==> src/rtl/amc_pkg.sv <==
package amc_pkg;
    parameter int unsigned AMC_CW = 4;

    typedef logic [AMC_CW-1:0] cnt_t;

    typedef enum logic [1:0] {
        PH_IDLE,
        PH_SETUP,
        PH_STROBE,
        PH_HOLD
    } phase_e;

    typedef struct packed {
        cnt_t rd_setup;
        cnt_t rd_strobe;
        cnt_t rd_hold;
        cnt_t wr_setup;
        cnt_t wr_strobe;
        cnt_t wr_hold;
        cnt_t turn;
        logic sel_strobe;
        logic ext_wait;
        logic wide;
    } cs_cfg_t;

    function automatic cnt_t eff_cnt(cnt_t v);
        return (v == '0) ? cnt_t'(1) : v;
    endfunction

    function automatic cnt_t load_cnt(cnt_t v);
        return eff_cnt(v) - cnt_t'(1);
    endfunction
endpackage

==> src/rtl/amc_wait_sync.sv <==
module amc_wait_sync #(
    parameter int STAGES = 2
) (
    input  logic clk,
    input  logic rst,
    input  logic din,
    output logic dout
);
    logic [STAGES-1:0] sr;

    always_ff @(posedge clk) begin
        if (rst) sr <= '0;
        else     sr <= {sr[STAGES-2:0], din};
    end

    assign dout = sr[STAGES-1];
endmodule

==> src/rtl/amc_cfg_mux.sv <==
module amc_cfg_mux import amc_pkg::*; #(
    parameter  int NCS  = 4,
    localparam int SELW = $clog2(NCS)
) (
    input  logic [NCS-1:0][AMC_CW-1:0] rd_setup,
    input  logic [NCS-1:0][AMC_CW-1:0] rd_strobe,
    input  logic [NCS-1:0][AMC_CW-1:0] rd_hold,
    input  logic [NCS-1:0][AMC_CW-1:0] wr_setup,
    input  logic [NCS-1:0][AMC_CW-1:0] wr_strobe,
    input  logic [NCS-1:0][AMC_CW-1:0] wr_hold,
    input  logic [NCS-1:0][AMC_CW-1:0] turn,
    input  logic [NCS-1:0]             sel_strobe,
    input  logic [NCS-1:0]             ext_wait,
    input  logic [NCS-1:0]             wide,
    input  logic [SELW-1:0]            sel,
    output cs_cfg_t                    cfg
);
    cs_cfg_t tab [NCS];

    for (genvar g = 0; g < NCS; g++) begin : g_tab
        assign tab[g].rd_setup   = rd_setup[g];
        assign tab[g].rd_strobe  = rd_strobe[g];
        assign tab[g].rd_hold    = rd_hold[g];
        assign tab[g].wr_setup   = wr_setup[g];
        assign tab[g].wr_strobe  = wr_strobe[g];
        assign tab[g].wr_hold    = wr_hold[g];
        assign tab[g].turn       = turn[g];
        assign tab[g].sel_strobe = sel_strobe[g];
        assign tab[g].ext_wait   = ext_wait[g];
        assign tab[g].wide       = wide[g];
    end

    assign cfg = tab[sel];
endmodule

==> src/rtl/amc_seq.sv <==
module amc_seq import amc_pkg::*; #(
    parameter  int NCS  = 4,
    localparam int SELW = $clog2(NCS)
) (
    input  logic            clk,
    input  logic            rst,
    input  logic            req_valid,
    input  logic            req_write,
    input  logic [SELW-1:0] req_cs,
    input  cs_cfg_t         req_cfg,
    input  logic            wait_s,
    output phase_e          phase,
    output logic            cur_write,
    output logic [SELW-1:0] cur_cs,
    output cs_cfg_t         cur_cfg,
    output logic            start,
    output logic            capture,
    output logic            done
);
    cnt_t            cnt;
    cnt_t            gap_left;
    logic            prev_valid;
    logic [SELW-1:0] prev_cs;
    logic            prev_wr;
    logic            like;
    logic            stretch;
    logic            strobe_end;

    assign like       = prev_valid && (prev_cs == req_cs) && (prev_wr == req_write);
    assign start      = (phase == PH_IDLE) && req_valid && (like || (gap_left <= cnt_t'(1)));
    assign stretch    = cur_cfg.ext_wait && wait_s;
    assign strobe_end = (phase == PH_STROBE) && (cnt == '0) && !stretch;
    assign capture    = strobe_end && !cur_write;
    assign done       = (phase == PH_HOLD) && (cnt == '0);

    always_ff @(posedge clk) begin
        if (rst) begin
            phase      <= PH_IDLE;
            cnt        <= '0;
            gap_left   <= '0;
            prev_valid <= 1'b0;
            prev_cs    <= '0;
            prev_wr    <= 1'b0;
            cur_write  <= 1'b0;
            cur_cs     <= '0;
            cur_cfg    <= '0;
        end else begin
            unique case (phase)
                PH_IDLE: begin
                    if (start) begin
                        phase     <= PH_SETUP;
                        cur_write <= req_write;
                        cur_cs    <= req_cs;
                        cur_cfg   <= req_cfg;
                        cnt       <= load_cnt(req_write ? req_cfg.wr_setup : req_cfg.rd_setup);
                    end else if (gap_left != '0) begin
                        gap_left <= gap_left - cnt_t'(1);
                    end
                end
                PH_SETUP: begin
                    if (cnt == '0) begin
                        phase <= PH_STROBE;
                        cnt   <= load_cnt(cur_write ? cur_cfg.wr_strobe : cur_cfg.rd_strobe);
                    end else begin
                        cnt <= cnt - cnt_t'(1);
                    end
                end
                PH_STROBE: begin
                    if (cnt != '0) begin
                        cnt <= cnt - cnt_t'(1);
                    end else if (strobe_end) begin
                        phase <= PH_HOLD;
                        cnt   <= load_cnt(cur_write ? cur_cfg.wr_hold : cur_cfg.rd_hold);
                    end
                end
                PH_HOLD: begin
                    if (cnt == '0) begin
                        phase      <= PH_IDLE;
                        gap_left   <= cur_cfg.turn;
                        prev_valid <= 1'b1;
                        prev_cs    <= cur_cs;
                        prev_wr    <= cur_write;
                    end else begin
                        cnt <= cnt - cnt_t'(1);
                    end
                end
                default: phase <= PH_IDLE;
            endcase
        end
    end

    AST_WAIT_STRETCH: assert property (@(posedge clk) disable iff (rst)
        ((phase == PH_STROBE) && (cnt == '0) && cur_cfg.ext_wait && wait_s) |=> (phase == PH_STROBE));
    AST_STROBE_TO_HOLD: assert property (@(posedge clk) disable iff (rst)
        (phase == PH_STROBE) |=> ((phase == PH_STROBE) || (phase == PH_HOLD)));
    AST_IDLE_TO_SETUP: assert property (@(posedge clk) disable iff (rst)
        (phase == PH_IDLE) |=> ((phase == PH_IDLE) || (phase == PH_SETUP)));
endmodule

==> src/rtl/async_mem_ctrl.sv <==
module async_mem_ctrl import amc_pkg::*; #(
    parameter  int NCS   = 4,
    parameter  int WIN_W = 26,
    parameter  int DW    = 16,
    localparam int SELW  = $clog2(NCS),
    localparam int HAW   = WIN_W + SELW,
    localparam int LANE  = DW / 2
) (
    input  logic                      clk,
    input  logic                      rst,
    input  logic [NCS-1:0][AMC_CW-1:0] cfg_rd_setup,
    input  logic [NCS-1:0][AMC_CW-1:0] cfg_rd_strobe,
    input  logic [NCS-1:0][AMC_CW-1:0] cfg_rd_hold,
    input  logic [NCS-1:0][AMC_CW-1:0] cfg_wr_setup,
    input  logic [NCS-1:0][AMC_CW-1:0] cfg_wr_strobe,
    input  logic [NCS-1:0][AMC_CW-1:0] cfg_wr_hold,
    input  logic [NCS-1:0][AMC_CW-1:0] cfg_turn,
    input  logic [NCS-1:0]             cfg_sel_strobe,
    input  logic [NCS-1:0]             cfg_ext_wait,
    input  logic [NCS-1:0]             cfg_wide,
    input  logic                      req_valid,
    input  logic                      req_write,
    input  logic [HAW-1:0]            req_addr,
    input  logic [DW-1:0]             req_wdata,
    output logic                      req_ready,
    output logic [DW-1:0]             rsp_rdata,
    output logic [WIN_W-1:0]          mem_addr,
    output logic [NCS-1:0]            mem_cs_n,
    output logic                      mem_oe_n,
    output logic                      mem_we_n,
    output logic [DW-1:0]             mem_dq_out,
    output logic                      mem_dq_oe,
    input  logic [DW-1:0]             mem_dq_in,
    input  logic                      mem_wait
);
    logic [SELW-1:0]  req_cs;
    cs_cfg_t          req_cfg;
    cs_cfg_t          cur_cfg;
    phase_e           phase;
    logic             cur_write;
    logic [SELW-1:0]  cur_cs;
    logic             start;
    logic             capture;
    logic             done;
    logic             wait_s;
    logic [WIN_W-1:0] addr_q;
    logic [DW-1:0]    wdata_q;
    logic [DW-1:0]    rdata_q;
    logic             active;
    logic             in_strobe;

    assign req_cs = req_addr[HAW-1:WIN_W];

    amc_wait_sync #(.STAGES(2)) i_wait_sync (
        .clk  (clk),
        .rst  (rst),
        .din  (mem_wait),
        .dout (wait_s)
    );

    amc_cfg_mux #(.NCS(NCS)) i_cfg_mux (
        .rd_setup   (cfg_rd_setup),
        .rd_strobe  (cfg_rd_strobe),
        .rd_hold    (cfg_rd_hold),
        .wr_setup   (cfg_wr_setup),
        .wr_strobe  (cfg_wr_strobe),
        .wr_hold    (cfg_wr_hold),
        .turn       (cfg_turn),
        .sel_strobe (cfg_sel_strobe),
        .ext_wait   (cfg_ext_wait),
        .wide       (cfg_wide),
        .sel        (req_cs),
        .cfg        (req_cfg)
    );

    amc_seq #(.NCS(NCS)) i_seq (
        .clk       (clk),
        .rst       (rst),
        .req_valid (req_valid),
        .req_write (req_write),
        .req_cs    (req_cs),
        .req_cfg   (req_cfg),
        .wait_s    (wait_s),
        .phase     (phase),
        .cur_write (cur_write),
        .cur_cs    (cur_cs),
        .cur_cfg   (cur_cfg),
        .start     (start),
        .capture   (capture),
        .done      (done)
    );

    always_ff @(posedge clk) begin
        if (rst) begin
            addr_q  <= '0;
            wdata_q <= '0;
            rdata_q <= '0;
        end else begin
            if (start) begin
                addr_q  <= req_addr[WIN_W-1:0];
                wdata_q <= req_wdata;
            end
            if (capture) begin
                rdata_q <= cur_cfg.wide ? mem_dq_in : {{LANE{1'b0}}, mem_dq_in[LANE-1:0]};
            end
        end
    end

    assign active    = (phase != PH_IDLE);
    assign in_strobe = (phase == PH_STROBE);

    for (genvar g = 0; g < NCS; g++) begin : g_cs
        assign mem_cs_n[g] = !((cur_cs == SELW'(g)) && (cur_cfg.sel_strobe ? in_strobe : active));
    end

    assign mem_oe_n   = !(in_strobe && !cur_write);
    assign mem_we_n   = !(in_strobe && cur_write);
    assign mem_dq_oe  = active && cur_write;
    assign mem_dq_out = cur_cfg.wide ? wdata_q : {{LANE{1'b0}}, wdata_q[LANE-1:0]};
    assign mem_addr   = cur_cfg.wide ? {1'b0, addr_q[WIN_W-1:1]} : addr_q;
    assign req_ready  = done;
    assign rsp_rdata  = rdata_q;

    AST_CS_ONEHOT: assert property (@(posedge clk) disable iff (rst)
        $onehot0(~mem_cs_n));
    AST_OE_WE_EXCL: assert property (@(posedge clk) disable iff (rst)
        !(!mem_oe_n && !mem_we_n));
    AST_NO_DRIVE_ON_READ: assert property (@(posedge clk) disable iff (rst)
        !(mem_dq_oe && !mem_oe_n));
    AST_READY_PULSE: assert property (@(posedge clk) disable iff (rst)
        req_ready |=> !req_ready);
    AST_SELSTROBE_GATE: assert property (@(posedge clk) disable iff (rst)
        (cur_cfg.sel_strobe && (mem_cs_n != '1)) |-> (!mem_oe_n || !mem_we_n));
endmodule

==> config.mk <==
export PLATFORM = sky130hd
export DESIGN_NAME = async_mem_ctrl
export DESIGN_NICKNAME = d
export VERILOG_FILES = /design/src/rtl/amc_pkg.sv /design/src/rtl/amc_wait_sync.sv /design/src/rtl/amc_cfg_mux.sv /design/src/rtl/amc_seq.sv /design/src/rtl/async_mem_ctrl.sv
export SDC_FILE = /design/constraint.sdc
export NUM_CORES = 1
export LEC_CHECK = 0
export BUFFER_PORTS_ARGS = -buffer_cell sky130_fd_sc_hd__buf_2
export CORE_MARGIN = 2
export CORE_UTILIZATION = 25
export CTS_CLUSTER_SIZE = 14
export DETAILED_ROUTE_END_ITERATION = 10
export HOLD_SLACK_MARGIN = 0.1
export PLACE_DENSITY = 0.59
export SYNTH_ARGS = -nofsm -noshare
export SYNTH_HDL_FRONTEND = slang
export SYNTH_HIERARCHICAL = 1
export SYNTH_SLANG_ARGS = --single-unit
==> constraint.sdc <==
create_clock -name clk -period 6.6 [get_ports clk]
set_input_delay 0.99 -clock clk [delete_from_list [all_inputs] [get_ports clk]]
set_output_delay 0.99 -clock clk [all_outputs]
set_load 0.005 [all_outputs]
==> results_dict.tcl <==
set metrics [dict create \
    setup_viol 0 \
    finalClockSkew_ns 0.00762 \
    worst-endpoint-required_ns 6.80 \
    layout.area.seq_um2 2000 \
    detail_route.drc_violations 0 \
    cts_tree "built" \
    io_pins 255 \
    average_size_of_a_mapped_cell_um2 10.0 \
    stdcell_area_um2 7340 \
    number_of_global_route_vias_before_repair 4871 \
    holdBufCountCts 0 \
    worst-endpoint-arrival_ns 3.60 \
    cellPowerDensity_nw_per_um2 331 \
    place.detailed.instances 1070 \
    finalWirelength_um 15900 \
    rsz0062_at_grt "false" \
    ir_worst_vdd_uv 148 \
    dpl-instance-area_um2 7050 \
    combined_area_of_the_multi_input_logic_cells_um2 3320 \
    path_cells "buf_2, buf_4, xor2_1, nor4b_2, o211ai_2, buf_4, clkinv_2, buf_4, mux2i_1, nor2_1" \
    cts_num_sinks 100 \
    path_clk_slew_ns 0.07 \
    final_layout_size_suffix_gt1_share_pct 43.2 \
    ant_nets 0 \
    critical_path.startpoint_type "primary input" \
    final.hold.worst_slack_ns 0.459 \
    hold_depth 1 \
    report.final.hold_viol_count 0 \
    place.detailed.hpwl_um 12200 \
    timing_worst_setup_path_type "primary input to flip-flop" \
    cts_resized 0 \
    power.share.sequential_pct 34.9 \
    chipHeight_um 156 \
    p_int_mw 1.52 \
    critical_path.max_fanout 33 \
    setup_tns_ns 0 \
    status "finished, final reports clean" \
    numPortBuffers 254 \
    grtUsageTotal_pct 12.8 \
    dp_slack_ns 2.81 \
    number_of_nets_in_the_synthesized_netlist 777 \
    die-area_um2 24400 \
    layout.cells.non_filler 1087 \
    max-clock-path-buffers 2 \
    globalplace.congestion 0.853 \
    worst-slew-pin-transition_ns 1.09 \
    reg2regPathDepth 8 \
    dr.first_iter.drc_count 270 \
    cts_buffers 9 \
    floorplan.initialDensity_pct 25.5 \
    postLayoutCoreUtil_pct 32.4 \
    cts-root-buf "sky130_fd_sc_hd__clkbuf_16" \
    syn_area_um2 5780 \
    worst_max_slew_margin_expressed_relative_to_the_limit_pct 27.2 \
    crit_path_max_incr_delay_ns 0.49 \
    clock_insertion_delay_worst_skew_ns 0.35 \
    ys.warnings.count 6 \
    reg2reg_from "i_seq/prev_cs[0]$_SDFFE_PP0P_" \
    placement_rows 55 \
    static-leakage-power_nw 3.16 \
    p_sw_mw 0.913 \
    area_delta_synth_final_pct 27.0 \
    synth_instances 577 \
    dr_total_vias 5039 \
    detail_route.vias_per_cell 4.64 \
    post-layout-total-power_mw 2.43 \
    min-delay-start "i_wait_sync/sr[0]$_SDFF_PP0_" \
    die_w_um 156 \
    cts_post_setup_buffers_inserted 0 \
    setup.worst_path.start "req_addr[27]" \
    maxSlewViolCount 0 \
    fmax_mhz 294 \
    overflow 0 \
    grt_max_degree 100 \
    design.final.nets 996 \
    power_frac_comb_pct 43.8 \
    clock_power_share_pct 21.3 \
    avg_wl_per_cell_um 14.6 \
    slowest_cell_on_the_critical_path "sky130_fd_sc_hd__clkinv_2" \
    first_pass_grt_wire_length_um 24500 \
    type_of_the_most_critical_hold_path "flip-flop to flip-flop" \
    path_common_cell "sky130_fd_sc_hd__buf_4" \
    maxCapViolations 0 \
    core_um2 22600 \
    finalCritPeriodShare_pct 51.5 \
    postLayoutSetupSlackWorst_ns 3.20 \
    number_of_antenna_violations_at_the_first_check_in_global_routing 1 \
    worst_setup_path_end_kind "flip-flop" \
    htree_levels 3 \
    detailedRoute.firstPassIterationCount 4 \
    switching_portion_of_total_power_pct 37.5 \
    fill_cells 2382 \
    timing.final.crit_period_ns 3.40 \
]
power by group through the flow:
stage | registers, mW | logic, mW | clock network [mW]
6_report | 0.848 | 1.07 | 0.519
2_1_floorplan | 0.819 | 0.912 | 0
4_1_cts | 0.852 | 1.07 | 0.544
3_5_place_dp | 0.866 | 1.07 | 0
3_3_place_gp | 0.864 | 1.06 | 0
5_1_grt | 0.871 | 1.18 | 0.564
state kept, by name, indices dropped and copies added, names as in the netlist:
signal            count
addr_q               26
i_seq/cnt             4
i_seq/cur_cfg        23
i_seq/cur_cs          2
i_seq/cur_write       1
i_seq/gap_left        4
i_seq/phase           2
i_seq/prev_cs         2
i_seq/prev_valid      1
i_seq/prev_wr         1
i_wait_sync/sr        2
rsp_rdata            16
wdata_q              16
cell usage in the layout, fill, tap and decap left out, types with 3 or more instances in the layout:
cell type,count
sky130_fd_sc_hd__nor2b_1,3
sky130_fd_sc_hd__nand2_1,58
sky130_fd_sc_hd__o21ai_0,9
sky130_fd_sc_hd__ha_1,11
sky130_fd_sc_hd__buf_2,253
sky130_fd_sc_hd__mux2i_1,61
sky130_fd_sc_hd__nor2_1,65
sky130_fd_sc_hd__nand4_1,3
sky130_fd_sc_hd__mux2_4,23
sky130_fd_sc_hd__dfxtp_1,99
sky130_fd_sc_hd__o31ai_1,3
sky130_fd_sc_hd__a21oi_1,44
sky130_fd_sc_hd__inv_1,13
sky130_fd_sc_hd__or2_2,3
sky130_fd_sc_hd__xnor2_1,5
sky130_fd_sc_hd__and2_1,9
sky130_fd_sc_hd__buf_4,7
sky130_fd_sc_hd__nand3_1,14
sky130_fd_sc_hd__nand2b_1,11
sky130_fd_sc_hd__clkbuf_16,9
sky130_fd_sc_hd__mux4_2,30
sky130_fd_sc_hd__nor3_1,11
layer usage:
metal  global-route usage [%]  routed length [um]  part of all wire (%)  up-vias
met3                     3.08                1220                   7.7       24
met2                     23.4                7600                    48      244
met1                     14.0                6530                    41     2288
li1                         -                   -                     -     2483
met5                        0                   0                     0        -
met4                     5.85                 552                   3.5        0
worst max-delay path, delay by kind of cell:
family | cells | cell delay [ns]
buffers and inverters | 5 | 1.72
XOR/XNOR | 1 | 0.30
multiplexers | 1 | 0.22
AND/OR/NAND/NOR | 2 | 0.16
AO/OA/AOI/OAI | 1 | 0.15
worst paths after layout:
path	to	slack [ns]
max	addr_q[1]$_SDFFE_PP0P_	3.20
max reg2reg	addr_q[1]$_SDFFE_PP0P_	3.74
min	i_wait_sync/sr[1]$_SDFF_PP0_	0.46
min reg2reg	i_wait_sync/sr[1]$_SDFF_PP0_	0.46
cell type report:
type | count | share of cell area, %
well taps | 285 | 4.86
diodes | 1 | 0.0341
inverters | 14 | 0.733
repair buffers | 260 | 18.0
clock inverters | 5 | 0.613
clock buffers | 11 | 3.31
flip-flops and latches | 100 | 27.3
multi-input cells | 411 | 45.2
(Power assumes the default switching activity.)
